**src/rtl/acc_cpu.sv**
```systemverilog
module acc_cpu #(
  parameter int AW = 8,
  parameter int OW = 4,
  localparam int WW = OW + AW
) (
  input  logic          clk,
  input  logic          rst,
  output logic [AW-1:0] mem_addr,
  input  logic [WW-1:0] mem_rdata,
  output logic [WW-1:0] mem_wdata,
  output logic          mem_rd,
  output logic          mem_wr,
  output logic          halted
);

  localparam logic [OW-1:0] OP_HALT  = OW'(0);
  localparam logic [OW-1:0] OP_LOAD  = OW'(1);
  localparam logic [OW-1:0] OP_STORE = OW'(2);
  localparam logic [OW-1:0] OP_ADD   = OW'(3);
  localparam logic [OW-1:0] OP_SUB   = OW'(4);
  localparam logic [OW-1:0] OP_AND   = OW'(5);
  localparam logic [OW-1:0] OP_OR    = OW'(6);
  localparam logic [OW-1:0] OP_XOR   = OW'(7);
  localparam logic [OW-1:0] OP_NOT   = OW'(8);
  localparam logic [OW-1:0] OP_SHL   = OW'(9);
  localparam logic [OW-1:0] OP_SHR   = OW'(10);
  localparam logic [OW-1:0] OP_JMP   = OW'(11);

  typedef enum logic [3:0] {
    S_F_ADR, S_F_RD, S_F_CAP, S_F_IR, S_DEC,
    S_X_RD, S_X_CAP, S_X_ALU, S_ST_LD, S_ST_WR, S_HALT
  } state_t;

  state_t        state;
  logic [AW-1:0] pc, mar;
  logic [WW-1:0] mdr, cir, acc, alu_y;

  wire [OW-1:0] opc  = cir[WW-1:AW];
  wire [AW-1:0] opnd = cir[AW-1:0];

  always_comb begin
    case (opc)
      OP_LOAD: alu_y = mdr;
      OP_ADD:  alu_y = acc + mdr;
      OP_SUB:  alu_y = acc - mdr;
      OP_AND:  alu_y = acc & mdr;
      OP_OR:   alu_y = acc | mdr;
      OP_XOR:  alu_y = acc ^ mdr;
      OP_NOT:  alu_y = ~acc;
      OP_SHL:  alu_y = {acc[WW-2:0], 1'b0};
      OP_SHR:  alu_y = {1'b0, acc[WW-1:1]};
      default: alu_y = acc;
    endcase
  end

  always_ff @(posedge clk) begin
    if (rst) begin
      state <= S_F_ADR;
      pc    <= '0;
      mar   <= '0;
      mdr   <= '0;
      cir   <= '0;
      acc   <= '0;
    end else begin
      case (state)
        S_F_ADR: begin mar <= pc; state <= S_F_RD; end
        S_F_RD:  begin pc <= pc + AW'(1); state <= S_F_CAP; end
        S_F_CAP: begin mdr <= mem_rdata; state <= S_F_IR; end
        S_F_IR:  begin cir <= mdr; state <= S_DEC; end
        S_DEC: begin
          mar <= opnd;
          case (opc)
            OP_HALT:  state <= S_HALT;
            OP_STORE: state <= S_ST_LD;
            OP_JMP:   begin pc <= opnd; state <= S_F_ADR; end
            OP_NOT, OP_SHL, OP_SHR: state <= S_X_ALU;
            OP_LOAD, OP_ADD, OP_SUB, OP_AND, OP_OR, OP_XOR: state <= S_X_RD;
            default:  state <= S_F_ADR;
          endcase
        end
        S_X_RD:  state <= S_X_CAP;
        S_X_CAP: begin mdr <= mem_rdata; state <= S_X_ALU; end
        S_X_ALU: begin acc <= alu_y; state <= S_F_ADR; end
        S_ST_LD: begin mdr <= acc; state <= S_ST_WR; end
        S_ST_WR: state <= S_F_ADR;
        default: state <= S_HALT;
      endcase
    end
  end

  assign mem_addr  = mar;
  assign mem_wdata = mdr;
  assign mem_rd    = (state == S_F_RD) || (state == S_X_RD);
  assign mem_wr    = (state == S_ST_WR);
  assign halted    = (state == S_HALT);

  a_r11_single_port: assert property (@(posedge clk) disable iff (rst)
    !(mem_rd && mem_wr));
  a_r6_write_one_cycle: assert property (@(posedge clk) disable iff (rst)
    mem_wr |=> !mem_wr);
  a_r9_halt_sticky: assert property (@(posedge clk) disable iff (rst)
    halted |=> halted);
  a_r9_halt_quiet: assert property (@(posedge clk) disable iff (rst)
    halted |-> (!mem_rd && !mem_wr));
  a_r2_pc_ahead: assert property (@(posedge clk) disable iff (rst)
    (state == S_F_CAP) |-> (pc == mar + AW'(1)));
  a_r3_operand_addr: assert property (@(posedge clk) disable iff (rst)
    (state == S_X_RD) |-> (mem_addr == opnd));

endmodule

```
**config.mk**
```make
export PLATFORM = sky130hd
export DESIGN_NAME = acc_cpu
export DESIGN_NICKNAME = d
export VERILOG_FILES = /design/src/rtl/acc_cpu.sv
export SDC_FILE = /design/constraint.sdc
export NUM_CORES = 1
export LEC_CHECK = 0
export ABC_AREA = 1
export CELL_PAD_IN_SITES_DETAIL_PLACEMENT = 0
export CELL_PAD_IN_SITES_GLOBAL_PLACEMENT = 1
export CORE_MARGIN = 5
export CORE_UTILIZATION = 40
export CTS_CLUSTER_DIAMETER = 30
export DETAILED_ROUTE_END_ITERATION = 12
export GPL_ROUTABILITY_DRIVEN = 1
export GPL_TIMING_DRIVEN = 0
export PLACE_DENSITY_LB_ADDON = 0.3
export SLEW_MARGIN = 20
export SYNTH_ARGS = -nofsm -noshare
export SYNTH_HDL_FRONTEND = slang
export SYNTH_SLANG_ARGS = --single-unit
```
**constraint.sdc**
```tcl
create_clock -name clk -period 7.7 [get_ports clk]
set_clock_uncertainty 0.2 [all_clocks]
set_input_delay 1.54 -clock clk [delete_from_list [all_inputs] [get_ports clk]]
set_output_delay 1.54 -clock clk [all_outputs]
set_load 0.05 [all_outputs]
```
==> results of run 1 <==
final cells by class:
class | count | area share [%]
multi-input cells | 491 | 55.33
flip-flops and latches | 56 | 22.86
repair buffers | 36 | 7.347
inverters | 88 | 6.735
well taps | 136 | 3.469
plain buffers | 22 | 2.423
clock buffers | 5 | 1.403
clock inverters | 3 | 0.4337
metal layers:
| layer | global-route usage, % | vias up | wire [um] |
|---|---|---|---|
| met5 | 0 | - | 0 |
| met4 | 5.048 | 0 | 227 |
| met3 | 4.191 | 19 | 1050 |
| met2 | 32.90 | 199 | 6075 |
| met1 | 32.11 | 2201 | 6749 |
| li1 | - | 2272 | - |
cell usage in the layout (no fill, tap or decap), types with 3 or more instances in the layout:
cell | Yosys | layout
clkbuf_8 | 0 | 5
nand2_2 | 4 | 4
nor2_1 | 57 | 57
inv_2 | 6 | 6
a221oi_1 | 11 | 11
o31ai_1 | 4 | 4
dfxtp_1 | 56 | 56
inv_1 | 80 | 80
clkdlybuf4s50_1 | 0 | 36
clkbuf_1 | 9 | 9
ha_1 | 37 | 37
buf_4 | 3 | 3
nor3_1 | 6 | 6
a21oi_1 | 57 | 57
xor2_1 | 12 | 12
o21ai_0 | 63 | 63
o211ai_1 | 6 | 6
nand3_1 | 32 | 32
o2111ai_1 | 5 | 5
a211oi_1 | 3 | 3
a31oi_1 | 7 | 7
nand4_1 | 5 | 5
buf_2 | 7 | 7
nand2_1 | 155 | 155
sequential cells by signal (all words and copies together) (netlist names):
name       count
state          4
acc           12
cir           12
mem_wdata     12
pc             8
mem_addr       8
worst max-delay path: stages, from the launching register on:
cell             delay [ns]
dfxtp_1                0.42
inv_2                  0.07
nor2_1                 0.08
inv_1                  0.09
nor2_1                 0.13
clkdlybuf4s50_1        0.81
where the power goes:
group / leakage (uW) / switching [uW] / total, uW / internal, uW
combinational: 0.00157 / 712 / 1060 / 353
clock: 0.0000445 / 109 / 174 / 65.1
sequential: 0.000457 / 68.2 / 421 / 353
cell families (layout without fill, tap and decap cells):
kind of cell / count (synthesis) / in the layout / share of synthesized area [%]
AOI/OAI and AO/OA: 168 / 168 / 22.72
and+or+nand+nor: 273 / 273 / 26.90
DFF: 56 / 56 / 26.17
xor gates and xnor gates: 12 / 12 / 2.453
adders and majority gates: 38 / 38 / 11.27
buffers and inverters: 110 / 154 / 10.48
synthesized netlist by cell type (2+ instances only):
cell type  instances
o21ai_0           63
nor2_1            57
a221oi_1          11
o21ai_1            2
nor2_2             2
nand4_1            5
nand2_1          155
a31oi_1            7
nor2_4             2
nor3b_1            2
o211ai_1           6
clkinv_1           2
inv_2              6
buf_2              7
xor2_1            12
or2_2              2
nand3b_1           2
nand3_1           32
a21oi_1           57
buf_6              2
o22ai_1            2
clkbuf_1           9
nor3_1             6
ha_1              37
nand2_2            4
dfxtp_1           56
buf_4              3
inv_1             80
o31ai_1            4
a211oi_1           3
o2111ai_1          5
worst paths after layout:
path | endpoint | slack, ns | start | cells after the start
min reg2reg | pc[3]$_SDFFE_PP0P_ | 0.31 | cir[3]$_SDFFE_PP0P_ | 2
min | pc[3]$_SDFFE_PP0P_ | 0.31 | cir[3]$_SDFFE_PP0P_ | 2
max reg2reg | acc[11]$_SDFFE_PP0P_ | 4.49 | mem_wdata[0]$_SDFFE_PP0P_ | 18
max | halted | 4.04 | state[3]$_SDFF_PP0_ | 5
per-stage QoR:
stage	power (uW)	instances	instance area [um2]	setup slack (ns)	hold slack, ns
floorplan	1191	657	4284	4.713	0.2537
global placement	1461	829	4815	4.420	0.2808
detailed placement	1474	829	4815	4.404	0.2896
CTS	1650	837	4905	4.026	0.3085
global route	1812	837	4905	3.862	0.3420
finish	1660	837	4905	4.036	0.3079
==> metrics, run 1 <==
First-pass DRT Iterations 6; filler instances 1093; Yosys reg bits 56; total nets after synthesis 709; die width 113.5 um; # IOs 37; Final Slew Violations 0; post-CTS setup buffers 0; largest net degree at the start of global routing 19; GRT overflow 0; cell taking the most area after synthesis dfxtp_1; leakage power 0.002075 uW; post-route ant nets 0; ratio of cells with drive above 1 in the final layout 5.706%; ys flop type dfxtp_1; final wirelength 14100 um; fin crit share 47.58%; Post-synth EDFFs 0; clock root cell clkbuf_8; core area between 10000 and 15000 um2; post-synthesis cell type count 45; worst endpoint required time 5.96 ns; Async SR Flop Fraction 0%; Clock Tree Buf Depth 2; Yosys top cell area share 26.17%; FF+latch area 1121 um2; post_cts resized 0; Final min period 3.664 ns; first-pass GRT wire length approximately 23000 um; Critical Path Start Type flip-flop; die area approximately 13000 um2; CP endpoint kind output port; crit-path max FO 5; antenna violations before repair 0; Routed WL per cell approximately 17 um; post-synthesis sequential area ratio a little over a quarter; post-synthesis cell area around 4300 um2; Worst Path Class, Setup flip-flop to output port; WP data arrival approximately 1.9 ns; worst-margin pin slew 0.8129 ns; HPWL after DPL ~10000 um; Hold Crit Class flip-flop to flip-flop; # diodes 0; Peak supply drop 0.0001344 V; area delta synth->final 14.49%; Final nets 752; top cells by area, synth dfxtp_1, nand2_1, ha_1; YS warnings 0; Worst-Skew Late Latency 0.33 ns; Layout Utilization a little under half; post-synthesis cell count 657; Site Rows 37; vias per cell 5.605; # setup viols final 0; gr usage total 21.85%; Final Hold Fails 0; die height roughly 110 um; initial core utilization 41.31%; CTS Hold Bufs 0; DRC 0; Avg Synthesized Cell Area 6.521 um2; TNS Setup 0 ns; Num CTS Buffers 5; status completed; Starting DRT DRC Count 386; RePlAce Congestion 0.8931; CTS tree done; P per Cell Area 338.4 nW/um2; clock transition at the registers of the reported paths roughly 0.12 ns; CTS Sinks 56; Slew headroom 45.81%; top achievable clock speed 273.0 MHz; maxcap violations 0; number of global-route vias before repair 4365; PortBufs 36; H-tree depth 2; via total after detailed routing 4691; area taken by multi-input logic gates 2714 um2; RSZ-0062 raised after global routing no
(Power assumes the default switching activity.)
==> run 2, diff against run 1 <==
clock period = 3.5 ns   (was 7.7 ns; I/O delays follow)
==> results of run 2 <==
The final DEF is identical to that of run 1. Status: completed.
Main changes from that run: setup slack after placement 4.404 ns -> 0.3097 ns; setup slack after layout 4.036 ns -> 0.2907 ns; start point of the critical path state[3]$_SDFF_PP0_ -> mem_wdata[0]$_SDFFE_PP0P_; end point of the critical path halted -> acc[11]$_SDFFE_PP0P_; register-to-register setup slack 4.49 ns -> 0.29 ns; total power 1660 uW -> 3652 uW; worst IR drop on VDD 0.0001344 V -> 0.0002957 V
==> run 3, diff against run 2 <==
ABC_AREA = 0   (was 1)
==> run 3 against run 2 <==
Effect of this change:
- critical path type unchanged
- final cell count down 8.1%
- hold slack worse by 0.030 ns
- clock-buffer cell count unchanged
- utilization up 0.53 points
==> metrics, run 3 <==
gr usage total 21.89%; Peak supply drop a little over 0.0004 V; RePlAce Congestion approximately 0.93; CTS Sinks 56; post-synthesis cell type count 69; YS warnings 0; antenna violations before repair 0; post-synthesis cell count roughly 580; clock root cell clkbuf_16; Final min period 3.374 ns; filler instances 1115; Worst-Skew Late Latency 0.29 ns; die height 116.0 um; Layout Utilization between 40 and 50%; # diodes 0; # setup viols final 0; Yosys reg bits 56; cell taking the most area after synthesis dfxtp_1; CP endpoint kind flip-flop; first-pass GRT wire length between 20000 and 25000 um; final wirelength between 10000 and 15000 um; Clock Tree Buf Depth 2; Worst Path Class, Setup flip-flop to flip-flop; fin crit share 96.41%; First-pass DRT Iterations 6; hold slack about 0.28 ns; worst endpoint required time 3.46 ns; total nets after synthesis 636; CTS Hold Bufs 0; Worst path top cell family by delay compound AO/OA/AOI/OAI gates; most frequent cell after synthesis dfxtp_1; crit-path max FO 10; number of global-route vias before repair between 4000 and 5000; HPWL after DPL 11050 um; core area 10940 um2; WP data arrival 3.33 ns; Worst setup startpoint cir[9]$_SDFFE_PP0P_; status completed; top achievable clock speed 296.3 MHz; top cells by area, synth dfxtp_1, ha_1, a21oi_1; RSZ-0062 raised after global routing no; post-synthesis sequential area ratio 24.95%; Yosys top cell area share 24.95%; Avg Synthesized Cell Area 7.694 um2; vias per cell 6.052; Cells on Worst Hold Path 2; Final nets 680; Async SR Flop Fraction 0%; PortBufs 35; die area roughly 13000 um2; Hold Crit Class flip-flop to flip-flop; synth cell count leaders dfxtp_1, nor2_1, nand2_1, a21oi_1, o21ai_0; GRT overflow 0; commonest non-fill, non-tap cell in the layout dfxtp_1; P per Cell Area about 800 nW/um2; total power draw 4168 uW; leakage power 0.001812 uW; DRC 0; area delta synth->final 16.40%; Num CTS Buffers 5; maxcap violations 0; Final Hold Fails 0; via total after detailed routing between 4000 and 5000; slowest cell delay on critical path 0.40 ns; reg2reg start cir[9]$_SDFFE_PP0P_; clock transition at the registers of the reported paths 0.08 ns; WP buf/inv 3; ratio of cells with drive above 1 in the final layout under 10%; initial core utilization 41.09%; Routed WL per cell 18.80 um; ys flop type dfxtp_1; most frequent cells in the layout dfxtp_1, nor2_1, nand2_1; H-tree depth 2; Slew headroom between 30% and 40%; Stages on worst setup path 13; worst-margin pin slew about 1 ns; worst hold start cir[4]$_SDFFE_PP0P_; CTS tree done; die width 116.0 um; # IOs 37; post-synthesis cell area 4493 um2; post-route ant nets 0; Reg2Reg Depth 13; largest net degree at the start of global routing 19; CP max-delay cell or3_1; Site Rows 38; Starting DRT DRC Count between 300 and 400; Final Slew Violations 0; Post-synth EDFFs 0; CP cell instances buf_2 -> nor4_4 -> buf_4 -> buf_4 -> a21oi_1 -> xnor2_1 -> ha_1 -> o21a_1 -> o31ai_2 -> a21oi_1 -> or3_1 -> a311oi_2 -> a2111oi_2; Critical Path Start Type flip-flop
[run 3: power breakdown]
group	total (uW)	switching [uW]	internal (uW)	leakage, uW
clock network	517	250	268	0.0000702
logic	2700	1620	1070	0.00129
registers	955	192	763	0.000455
[run 3: cells by family (layout without fill, tap and decap cells)]
family                   after synthesis  after routing  share of synthesized area, %
multiplexers                          24             24                         5.402
AND/OR/NAND/NOR                      179            179                         19.13
buffers and inverters                 75            120                         6.767
AO/OA/AOI/OAI                        194            194                         29.46
XOR/XNOR                              17             17                         3.314
adder cells (fa/ha/maj)               39             39                         10.97
flip-flops                            56             56                         24.95
[run 3: final cells by class]
| cell class | instances | area, um2 | share of cell area, % |
|---|---|---|---|
| multi-input combinational | 453 | 3114 | 59.55 |
| sequential | 56 | 1121 | 21.44 |
| timing repair buffer | 37 | 365.4 | 6.986 |
| buffer | 43 | 187.7 | 3.589 |
| tap | 140 | 175.2 | 3.349 |
| clock buffer | 5 | 125.1 | 2.392 |
| inverter | 32 | 120.1 | 2.297 |
| clock inverter | 3 | 21.27 | 0.4067 |
[run 3: per-layer routing]
layer	global-route usage [%]	up-vias	routed length, um
met5	0	-	0
met4	5.878	0	314
met3	3.394	29	1032
met2	34.22	181	6478
met1	31.35	2218	6633
li1	-	2226	-
[run 3: what timing repair did]
item / in CTS / in global routing
endpoints found under the setup margin: 7 / 7
pin swaps: 1 / 3
gates resized for setup: 6 / 8
hold endpoints to repair: 0 / 0
setup buffers: 1 / 1
[run 3: worst paths after layout]
check | end | slack [ns]
worst max-delay path | acc[8]$_SDFFE_PP0P_ | 0.13
worst min-delay path | cir[4]$_SDFFE_PP0P_ | 0.28
worst max register to register | acc[8]$_SDFFE_PP0P_ | 0.13
worst min register to register | cir[4]$_SDFFE_PP0P_ | 0.28
[run 3: worst min-delay path: stages, from the launching register on]
cell and delay, ns:
dfxtp_1 0.33, nand2_1 0.06, a21oi_1 0.05
[run 3: metrics by stage]
stage	cells	cell area (um2)	setup TNS, ns	worst slack (ns)
CTS	768	5191	0	0.004968
floorplan	584	4493	0	0.3109
finish	769	5230	0	0.1256
global route	769	5230	0	0.002568
global placement	759	5019	-0.8442	-0.2892
detailed placement	759	5019	-1.012	-0.3558
